==> config.mk <==
export PLATFORM = sky130hd
export DESIGN_NAME = rxdma_buf_mgr
export DESIGN_NICKNAME = d
export VERILOG_FILES = /design/src/rtl/rxdma_pkg.sv /design/src/rtl/rxdma_wr_path.sv /design/src/rtl/rxdma_ledger.sv /design/src/rtl/rxdma_events.sv /design/src/rtl/rxdma_buf_mgr.sv
export SDC_FILE = /design/constraint.sdc
export NUM_CORES = 1
export LEC_CHECK = 0
export ABC_AREA = 0
export CELL_PAD_IN_SITES_DETAIL_PLACEMENT = 2
export CELL_PAD_IN_SITES_GLOBAL_PLACEMENT = 2
export CORE_UTILIZATION = 37
export DETAILED_ROUTE_END_ITERATION = 7
export PLACE_DENSITY = 0.95
export SYNTH_ARGS = -nofsm -noshare
export SYNTH_HDL_FRONTEND = slang
export SYNTH_SLANG_ARGS = --single-unit
==> constraint.sdc <==
create_clock -name clk -period 18.9 [get_ports clk]
set_input_delay 4.725 -clock clk [delete_from_list [all_inputs] [get_ports clk]]
set_output_delay 4.725 -clock clk [all_outputs]
set_load 0.03 [all_outputs]
==> src/rtl/rxdma_pkg.sv <==
`timescale 1ns/1ps
package rxdma_pkg;
  typedef enum logic [2:0] {
    ST_IDLE, ST_BODY, ST_DROP, ST_STAT, ST_LENW
  } wr_state_t;

  typedef enum logic [2:0] {
    RSEL_COUNT = 3'd0,
    RSEL_EVENT = 3'd1,
    RSEL_CFG   = 3'd2,
    RSEL_SOF   = 3'd3,
    RSEL_POS   = 3'd4
  } reg_sel_t;

  localparam int EVT_FRAME_BIT = 7;
  localparam int EVT_OVR_BIT   = 9;
  localparam int CFG_IRQ_BIT   = 7;
endpackage

==> src/rtl/rxdma_wr_path.sv <==
`timescale 1ns/1ps
module rxdma_wr_path
  import rxdma_pkg::*;
#(
  parameter int AW    = 14,
  parameter int LEN_W = 16
) (
  input  logic             clk,
  input  logic             rst_n,
  input  logic             in_valid,
  input  logic             in_sof,
  input  logic             in_last,
  input  logic [LEN_W-1:0] in_len,
  input  logic [31:0]      in_status,
  input  logic [31:0]      in_data,
  output logic             in_ready,
  input  logic [AW:0]      free_bytes,
  output logic             mem_we,
  output logic [AW-3:0]    mem_addr,
  output logic [31:0]      mem_wdata,
  output logic             done,
  output logic [AW:0]      done_bytes,
  output logic             overrun,
  output logic [AW-1:0]    sof_off,
  output logic [AW-1:0]    pos
);
  localparam int NW = LEN_W + 2;
  localparam logic [NW-1:0] RND_MASK = {{LEN_W{1'b1}}, 2'b00};
  localparam logic [AW-3:0] W1 = (AW-2)'(1);
  localparam logic [AW-3:0] W2 = (AW-2)'(2);
  localparam logic [AW-1:0] B4 = AW'(4);
  localparam logic [AW-1:0] B8 = AW'(8);
  localparam logic [AW-1:0] B12 = AW'(12);

  wr_state_t        st_q, st_n;
  logic [AW-1:0]    start_q, start_n, wptr_q, wptr_n, sof_q, sof_n;
  logic [LEN_W-1:0] left_q, left_n, len_q, len_n;
  logic [AW:0]      need_q, need_n;
  logic [31:0]      stat_q, stat_n;

  logic [NW-1:0]    need;
  logic [LEN_W-1:0] words;
  logic             fits;

  assign need  = (((NW)'(in_len) + (NW)'(3)) & RND_MASK) + (NW)'(8);
  assign words = need[NW-1:2] - LEN_W'(2);
  assign fits  = need <= (NW)'(free_bytes);

  always_comb begin
    st_n = st_q; start_n = start_q; wptr_n = wptr_q; sof_n = sof_q;
    left_n = left_q; len_n = len_q; need_n = need_q; stat_n = stat_q;
    in_ready  = (st_q == ST_IDLE) || (st_q == ST_BODY) || (st_q == ST_DROP);
    mem_we    = 1'b0;
    mem_addr  = wptr_q[AW-1:2];
    mem_wdata = in_data;
    done      = 1'b0;
    overrun   = 1'b0;
    case (st_q)
      ST_IDLE: if (in_valid && in_sof) begin
        if (fits) begin
          start_n = wptr_q;
          len_n   = in_len;
          need_n  = need[AW:0];
          if (words != '0) begin
            mem_we   = 1'b1;
            mem_addr = wptr_q[AW-1:2] + W2;
            left_n   = words - LEN_W'(1);
            wptr_n   = wptr_q + B12;
          end else begin
            left_n = '0;
            wptr_n = wptr_q + B8;
          end
          if (in_last) begin
            stat_n = in_status;
            st_n   = ST_STAT;
          end else begin
            st_n = ST_BODY;
          end
        end else begin
          overrun = 1'b1;
          st_n    = in_last ? ST_IDLE : ST_DROP;
        end
      end
      ST_BODY: if (in_valid) begin
        if (left_q != '0) begin
          mem_we = 1'b1;
          wptr_n = wptr_q + B4;
          left_n = left_q - LEN_W'(1);
        end
        if (in_last) begin
          stat_n = in_status;
          st_n   = ST_STAT;
        end
      end
      ST_DROP: if (in_valid && in_last) st_n = ST_IDLE;
      ST_STAT: begin
        mem_we    = 1'b1;
        mem_addr  = start_q[AW-1:2];
        mem_wdata = stat_q;
        st_n      = ST_LENW;
      end
      ST_LENW: begin
        mem_we    = 1'b1;
        mem_addr  = start_q[AW-1:2] + W1;
        mem_wdata = 32'(len_q);
        done      = 1'b1;
        wptr_n    = start_q + need_q[AW-1:0];
        sof_n     = start_q;
        st_n      = ST_IDLE;
      end
      default: st_n = ST_IDLE;
    endcase
  end

  always_ff @(posedge clk or negedge rst_n) begin
    if (!rst_n) begin
      st_q <= ST_IDLE; start_q <= '0; wptr_q <= '0; sof_q <= '0;
      left_q <= '0; len_q <= '0; need_q <= '0; stat_q <= '0;
    end else begin
      st_q <= st_n; start_q <= start_n; wptr_q <= wptr_n; sof_q <= sof_n;
      left_q <= left_n; len_q <= len_n; need_q <= need_n; stat_q <= stat_n;
    end
  end

  assign done_bytes = need_q;
  assign sof_off    = sof_q;
  assign pos        = wptr_q;
endmodule

==> src/rtl/rxdma_ledger.sv <==
`timescale 1ns/1ps
module rxdma_ledger #(
  parameter int AW    = 14,
  parameter int CNT_W = 12
) (
  input  logic             clk,
  input  logic             rst_n,
  input  logic             done,
  input  logic [AW:0]      done_bytes,
  input  logic             cnt_rd,
  output logic [AW:0]      free_bytes,
  output logic [AW+1:0]    used_bytes,
  output logic [CNT_W-1:0] frame_cnt,
  output logic             phase_free
);
  localparam logic [AW:0] SIZE = (AW+1)'(1) << AW;

  logic [AW:0]      pend_q, pend_n, comm_q, comm_n;
  logic [CNT_W-1:0] cnt_q, cnt_n;
  logic             ph_q, ph_n;

  always_comb begin
    pend_n = pend_q; comm_n = comm_q; cnt_n = cnt_q; ph_n = ph_q;
    if (cnt_rd) begin
      if (!ph_q) begin
        comm_n = pend_q;
        pend_n = '0;
        cnt_n  = '0;
        ph_n   = 1'b1;
      end else begin
        comm_n = '0;
        ph_n   = 1'b0;
      end
    end
    if (done) begin
      pend_n = pend_n + done_bytes;
      cnt_n  = cnt_n + CNT_W'(1);
    end
  end

  always_ff @(posedge clk or negedge rst_n) begin
    if (!rst_n) begin
      pend_q <= '0; comm_q <= '0; cnt_q <= '0; ph_q <= 1'b0;
    end else begin
      pend_q <= pend_n; comm_q <= comm_n; cnt_q <= cnt_n; ph_q <= ph_n;
    end
  end

  assign used_bytes = {1'b0, pend_q} + {1'b0, comm_q};
  assign free_bytes = SIZE - used_bytes[AW:0];
  assign frame_cnt  = cnt_q;
  assign phase_free = ph_q;
endmodule

==> src/rtl/rxdma_events.sv <==
`timescale 1ns/1ps
module rxdma_events
  import rxdma_pkg::*;
(
  input  logic        clk,
  input  logic        rst_n,
  input  logic        done,
  input  logic        overrun,
  input  logic        evt_rd,
  input  logic        cfg_wr,
  input  logic [15:0] cfg_wdata,
  output logic        evt_frame,
  output logic        evt_ovr,
  output logic [15:0] cfg,
  output logic        irq
);
  logic        fr_q, fr_n, ov_q, ov_n;
  logic [15:0] cfg_q, cfg_n;

  always_comb begin
    fr_n  = evt_rd ? 1'b0 : fr_q;
    ov_n  = evt_rd ? 1'b0 : ov_q;
    if (done)    fr_n = 1'b1;
    if (overrun) ov_n = 1'b1;
    cfg_n = cfg_wr ? cfg_wdata : cfg_q;
  end

  always_ff @(posedge clk or negedge rst_n) begin
    if (!rst_n) begin
      fr_q <= 1'b0; ov_q <= 1'b0; cfg_q <= '0;
    end else begin
      fr_q <= fr_n; ov_q <= ov_n; cfg_q <= cfg_n;
    end
  end

  assign evt_frame = fr_q;
  assign evt_ovr   = ov_q;
  assign cfg       = cfg_q;
  assign irq       = fr_q & cfg_q[CFG_IRQ_BIT];
endmodule

==> src/rtl/rxdma_buf_mgr.sv <==
`timescale 1ns/1ps
module rxdma_buf_mgr
  import rxdma_pkg::*;
#(
  parameter int AW    = 14,
  parameter int LEN_W = 16,
  parameter int CNT_W = 12
) (
  input  logic             clk,
  input  logic             rst_n,
  input  logic             in_valid,
  input  logic             in_sof,
  input  logic             in_last,
  input  logic [LEN_W-1:0] in_len,
  input  logic [31:0]      in_status,
  input  logic [31:0]      in_data,
  output logic             in_ready,
  output logic             mem_we,
  output logic [AW-3:0]    mem_addr,
  output logic [31:0]      mem_wdata,
  input  logic             reg_rd,
  input  logic             reg_wr,
  input  logic [2:0]       reg_sel,
  input  logic [15:0]      reg_wdata,
  output logic [15:0]      reg_rdata,
  output logic             irq
);
  logic [1:0]       rst_q;
  logic             rst_i;
  logic             frame_done, overrun, cnt_rd, evt_rd, cfg_wr;
  logic             evt_frame, evt_ovr, phase_free;
  logic [AW:0]      free_bytes, done_bytes;
  logic [AW+1:0]    used_bytes;
  logic [CNT_W-1:0] frame_cnt;
  logic [AW-1:0]    sof_off, pos;
  logic [15:0]      cfg;

  always_ff @(posedge clk or negedge rst_n) begin
    if (!rst_n) rst_q <= 2'b00;
    else        rst_q <= {rst_q[0], 1'b1};
  end
  assign rst_i = rst_q[1];

  assign cnt_rd = reg_rd && (reg_sel_t'(reg_sel) == RSEL_COUNT);
  assign evt_rd = reg_rd && (reg_sel_t'(reg_sel) == RSEL_EVENT);
  assign cfg_wr = reg_wr && (reg_sel_t'(reg_sel) == RSEL_CFG);

  rxdma_wr_path #(.AW(AW), .LEN_W(LEN_W)) u_wr (
    .clk(clk), .rst_n(rst_i),
    .in_valid(in_valid), .in_sof(in_sof), .in_last(in_last),
    .in_len(in_len), .in_status(in_status), .in_data(in_data),
    .in_ready(in_ready), .free_bytes(free_bytes),
    .mem_we(mem_we), .mem_addr(mem_addr), .mem_wdata(mem_wdata),
    .done(frame_done), .done_bytes(done_bytes), .overrun(overrun),
    .sof_off(sof_off), .pos(pos)
  );

  rxdma_ledger #(.AW(AW), .CNT_W(CNT_W)) u_led (
    .clk(clk), .rst_n(rst_i), .done(frame_done), .done_bytes(done_bytes),
    .cnt_rd(cnt_rd), .free_bytes(free_bytes), .used_bytes(used_bytes),
    .frame_cnt(frame_cnt), .phase_free(phase_free)
  );

  rxdma_events u_evt (
    .clk(clk), .rst_n(rst_i), .done(frame_done), .overrun(overrun),
    .evt_rd(evt_rd), .cfg_wr(cfg_wr), .cfg_wdata(reg_wdata),
    .evt_frame(evt_frame), .evt_ovr(evt_ovr), .cfg(cfg), .irq(irq)
  );

  always_comb begin
    reg_rdata = '0;
    case (reg_sel_t'(reg_sel))
      RSEL_COUNT: reg_rdata = 16'(frame_cnt);
      RSEL_EVENT: begin
        reg_rdata[EVT_FRAME_BIT] = evt_frame;
        reg_rdata[EVT_OVR_BIT]   = evt_ovr;
      end
      RSEL_CFG:   reg_rdata = cfg;
      RSEL_SOF:   reg_rdata = 16'(sof_off);
      RSEL_POS:   reg_rdata = 16'(pos);
      default:    reg_rdata = '0;
    endcase
  end
endmodule

* After elaboration in Yosys (flattened, before gate mapping)
Index checks and enable logic that the tools add are counted.
Cells by class: order comparisons 1, eq/ne operators 14, $add $sub $neg 15, reductions and logical operators 21, mux-type cells 56, bitwise operators 1
Operators by type and width (number):
- 32-bit 2-to-1 mux | 4
- 32-bit one-hot mux with 2 select lines | 2
- 16-bit 2-to-1 mux | 5
- 12-bit 2-to-1 mux | 6
- 14-bit 2-to-1 mux | 5
- 15-bit 2-to-1 mux | 4
- 14-bit one-hot mux with 3 select lines | 1
- 12-bit one-hot mux with 3 select lines | 1
- 16-bit one-hot mux with 2 select lines | 1
- 16-bit nonzero test | 2
- 16-bit by 1-bit subtractor with 16-bit output, second input constant | 2
- 15-bit adder | 2
- 14-bit by 4-bit adder with 14-bit output, second input constant | 2
- 7-bit one-hot mux with 4 select lines | 1
- 12-bit by 1-bit adder with 12-bit output, second input constant | 2
- 6-bit one-hot mux with 4 select lines | 1
- 18-bit by 4-bit adder with 18-bit output, second input constant | 1
- 18-bit by 15-bit less-or-equal comparator with 1-bit output | 1
- 16-bit by 2-bit adder with 17-bit output, second input constant | 1
- 16-bit by 2-bit subtractor with 16-bit output, second input constant | 1
- 3-bit 2-to-1 mux | 5
- 15-bit subtractor, first input constant | 1
- 14-bit adder | 1
- 14-bit by 3-bit adder with 14-bit output, second input constant | 1
- 22 further kinds | 55
Storage, ports and cells: register bits 187, output and inout port bits 63, word-level logic and storage cells 124

* Longest topological paths before layout
depth after elaboration 8, depth in mapped cells 26, depth with buffers taken out 24

* Cells and area by module
Synthesis repeated with hierarchy kept, for this count alone.
Second synthesis, totals: cells, all modules 1603, area, all modules 13824.5 sq um
Modules (own cells, without submodules):
- rxdma_wr_path | cells an instance 1094, area an instance 9002.4 sq um, sequential area each 3052.9 sq um, times used 1
- rxdma_ledger | cells an instance 405, area an instance 3583.4 sq um, sequential area each 1076.0 sq um, times used 1
- rxdma_events | cells an instance 40, area an instance 724.4 sq um, sequential area each 450.4 sq um, times used 1
- rxdma_buf_mgr | cells an instance 64, area an instance 514.2 sq um, sequential area each 50.0 sq um, times used 1

* Least setup slack after synthesis
Ideal clock, no wire load.
path kind input to output, from in in_len[3], to out mem_addr[11], setup slack 4.858 ns, stages 20, arrival 9.317 ns, data required time 14.175 ns, path buffers 2, cell sequence buf_2 -> nand2_1 -> xnor2_1 -> ha_1 -> clkbuf_1 -> nor2_1 -> o21a_2 -> or3_1 -> and2_1 -> inv_1 -> ha_1 -> a21o_1 -> a21oi_1 -> nor2b_1 -> a2111oi_0 -> o32ai_1 -> nor2_1 -> or4b_1 -> xnor2_1 -> o2bb2a_1
On the way: cells in the longest elaborated chain, start to end 8
Ends and longest elaborated chain:
- from (decl) | RTL line rxdma_buf_mgr.sv:14 | input logic [LEN_W-1:0] in_len,
- 16-bit by 2-bit adder with 17-bit output (*) | RTL line rxdma_wr_path.sv:45 | assign need = (((NW)'(in_len) + (NW)'(3)) & RND_MASK) + (NW)'(8);
- 18-bit by 4-bit adder with 18-bit output (*) | RTL line rxdma_wr_path.sv:45
- named net u_wr.need[11] | RTL line rxdma_wr_path.sv:41 | logic [NW-1:0] need;
- 16-bit by 2-bit subtractor with 16-bit output | RTL line rxdma_wr_path.sv:46 | assign words = need[NW-1:2] - LEN_W'(2);
- 16-bit nonzero test | RTL line rxdma_wr_path.sv:64 | if (words != '0) begin
- 12-bit 2-to-1 mux | RTL line rxdma_wr_path.sv:64
- 12-bit 2-to-1 mux (*) | RTL line rxdma_wr_path.sv:60 | if (fits) begin
- 12-bit 2-to-1 mux (*) | RTL line rxdma_wr_path.sv:59 | ST_IDLE: if (in_valid && in_sof) begin
- 12-bit one-hot mux with 3 select lines (*) | RTL line rxdma_wr_path.sv:58 | case (st_q)
- to (decl) | RTL line rxdma_buf_mgr.sv:19 | output logic [AW-3:0] mem_addr,
Mark *: on every way through the listed nets, which the timed path passes. The rest lies on a longest branch.

* Worst setup path after layout
Same ends and word-level chain as after synthesis.

==> metrics.cfg <==
[routing]
top_layer_used=met4
ant_nets=0
m1WireLength_um=21700
avgViaCountPerCell=6.17
wire_per_inst_um=28.0
drt_iter0_drc=876
drc=0
wl_um=58500
met2_length_um=30500
dr.pass1.iters=5
wl_met3_um=3090
vias=12900

[clock_network]
holdBufCountCts=0
cts.path.max_buffers=2
cts_root_buffer=clkbuf_16
numCtsBuffers=17
cts_setup_buffers=0
clock_sinks=181
clk_pin_slew_worst_paths_ns=0.10
cts.htree.levels=4
cts.repair.resized=0
cts_tree=yes
clk_latency_ns=0.49

[yosys]
yosys.area.top_type_share_pct=35.7
synth_compound_area_share_pct=19.1
synth_area_leader_cell=dfrtp_1
async_flop_share_pct=100
ys_seq_elements=181
synth_top_family_by_area=simple AND/OR/NAND/NOR gates
synthSimpleGateAreaFrac_pct=21.2
avgSynthCellArea_um2=8.46
synth_area_leaders=dfrtp_1 (36%), nand2_1 (8.5%), ha_1 (7.1%)
yosysSeqAreaShare_pct=35.7
synth_cell_types=88
synth_cells=1501
synth_area_um2=12700
synthFlopType=dfrtp_1
synth_adder_area_share_pct=7.41
synthXorXnorAreaFrac_pct=6.13
synth_edf_count=0
synth.area.mux_share_pct=5.84
ys_warn_count=0
synth.net_count=1681

[finish]
utilization_pct=45.7
seq_area_um2=4530
design_area_um2=15400
nets=1803
final_layout_size_suffix_gt1_share_pct=8.50
area_growth_pct=21.0
multiInputGateArea_um2=7600
nFillCells=3616

[worst_setup_path]
reg2regPathDepth=24
endpoint_kind=primary output
r2r_end=u_wr.left_q[2]
crit_type=primary input to primary output
cp.required_ns=14.18
timing.rr.start=u_led.pend_q[3]
worst-path-max-fanout=12
rrSetupSlack_ns=12.02
arrival_ns=11.60
start_kind=primary input

[pwr]
irDropWorstVdd_mv=0.0911
power_mw=2.56
leakagePower_nw=6.64
power_density_nw_per_um2=167

[die]
die_h_um=187
die_w_um=187
rows=67
start_util_pct=37.8
ioPinCount=169
core-area_um2=33600
dieArea_um2=35100

[run]
maxCapViolCount=0

[timing]
fin_crit_ns=16.32
setup_tns_ns=0
setup_viol=0
worst_slack_ns=2.58
slew_viol_final=0
rsz0062_at_grt=false
final.period_utilization_pct=86.4
relSlewSlack_pct=29.7
max_freq_ghz=0.0613
fin_skew_ns=0.0254
finalHoldViolCount=0
tightest_slew_ns=1.05

[global_route]
grt_pass1_wl_um=88800
first_global_vias=14800
antenna_found_initial=1
track_usage_pct=33.1
grt_max_degree=72
grt_overflow_total=0

[worst_hold_path]
hold_class=flop to flop
hold_depth=0
holdPathEnd=rst_q[1]
min_from=rst_q[0]

[placement]
gp_congestion=0.903
place_area_um2=14800
io_buffers=168
dp_hpwl_um=40700
dp_slack_ns=2.70

[outcome]
status=finished clean

synth_stat cells, drive strengths merged, types with 8 or more instances:
library cell	instances
a21oi	59
nand3	44
a22oi	32
inv	68
a31oi	11
a22o	19
xnor2	49
dfrtp	181
o21bai	12
clkbuf	57
ha	72
nor2	104
nor4	8
o31ai	18
o211ai	9
mux2i	14
xor2	36
nand2b	10
mux2	49
and3	16
o21a	17
buf	25
a21o	9
or3	13
o22ai	8
o21ai	107
nand4	16
and2	14
nand2	289
nor3	32
cell usage in the layout, fill, tap and decap left out, types with 19 or more instances in the layout:
cell / instances
nand2_1: 289
dfrtp_1: 180
clkdlybuf4s50_1: 168
nor2_1: 101
o21ai_0: 95
ha_1: 72
inv_1: 65
a21oi_1: 59
mux2_2: 49
xnor2_1: 47
nand3_1: 42
xor2_1: 35
a22oi_1: 32
nor3_1: 30
a22o_1: 19
power breakdown:
part | total (mW) | switching [mW] | internal, mW
combinational | 1.45 | 0.883 | 0.563
clock | 0.389 | 0.187 | 0.201
sequential | 0.729 | 0.203 | 0.525
per-stage QoR:
step,cells,hold WS [ns]
floorplan,1501,0.331
global placement,2052,0.331
detailed placement,2052,0.344
CTS,2084,0.340
global route,2085,0.353
finish,2085,0.337
routing by layer:
| layer | up-vias | track usage (%) |
|---|---|---|
| met3 | 200 | 6.04 |
| met4 | 0 | 18.2 |
| li1 | 5544 | - |
| met1 | 6571 | 35.1 |
| met5 | - | 0 |
| met2 | 550 | 61.7 |
kinds of logic (layout without fill, tap and decap cells):
kind of cell	after synthesis	in the layout
adders and majority gates	74	74
and+or+nand+nor	584	584
xor gates and xnor gates	85	85
DFF	181	181
other	1	2
muxes	65	65
AOI/OAI and AO/OA	359	359
buffers and inverters	152	287
how the worst max path moves through the flow:
| stage | cells past startpoint | slack (ns) | end | startpoint |
|---|---|---|---|---|
| after global placement | 20 | 2.92 | mem_addr[11] | in_len[3] |
| after floorplan | 20 | 4.86 | mem_addr[11] | in_len[3] |
| after CTS | 20 | 2.63 | mem_addr[11] | in_len[3] |
| final | 20 | 2.58 | mem_addr[11] | in_len[3] |
| after detailed placement | 20 | 2.70 | mem_addr[11] | in_len[3] |
| after global routing | 20 | 2.15 | mem_addr[11] | in_len[3] |
area by class of cell:
| class | count | share of cell area (%) |
|---|---|---|
| multi-input cells | 1168 | 49.5 |
| flip-flops and latches | 181 | 29.5 |
| repair buffers | 185 | 11.8 |
| well taps | 448 | 3.65 |
| clock buffers | 19 | 2.88 |
| inverters | 70 | 1.71 |
| clock inverters | 13 | 0.977 |
| diodes | 1 | 0.0163 |
flip-flops by register name (all words and copies together), names as in the netlist, 2 cells and up:
register	flops
u_wr.stat_q	32
u_evt.cfg	16
u_wr.left_q	16
u_wr.len_q	16
u_wr.pos	14
u_wr.sof_off	14
u_wr.start_q	14
u_led.comm_q	13
u_led.pend_q	13
u_wr.done_bytes	13
u_led.frame_cnt	12
u_wr.st_q	3
rst_q	2
critical path: stages:
cell and delay [ns]:
clkdlybuf4s50_1 0.86, nand2_1 0.36, xnor2_1 0.44, ha_1 0.42, nor2_1 0.10, o21a_2 0.30
o21ai_4 0.24, and2_1 0.34, inv_2 0.11, ha_1 0.22, a2111oi_0 0.31, o21ai_0 0.16
a2111oi_0 0.54, o32ai_2 0.17, buf_4 0.22, nor2_1 0.48, or4b_1 0.53, xnor2_1 0.15
o2bb2a_1 0.30, clkdlybuf4s50_1 0.59
Power figures use the tool's default switching activity.
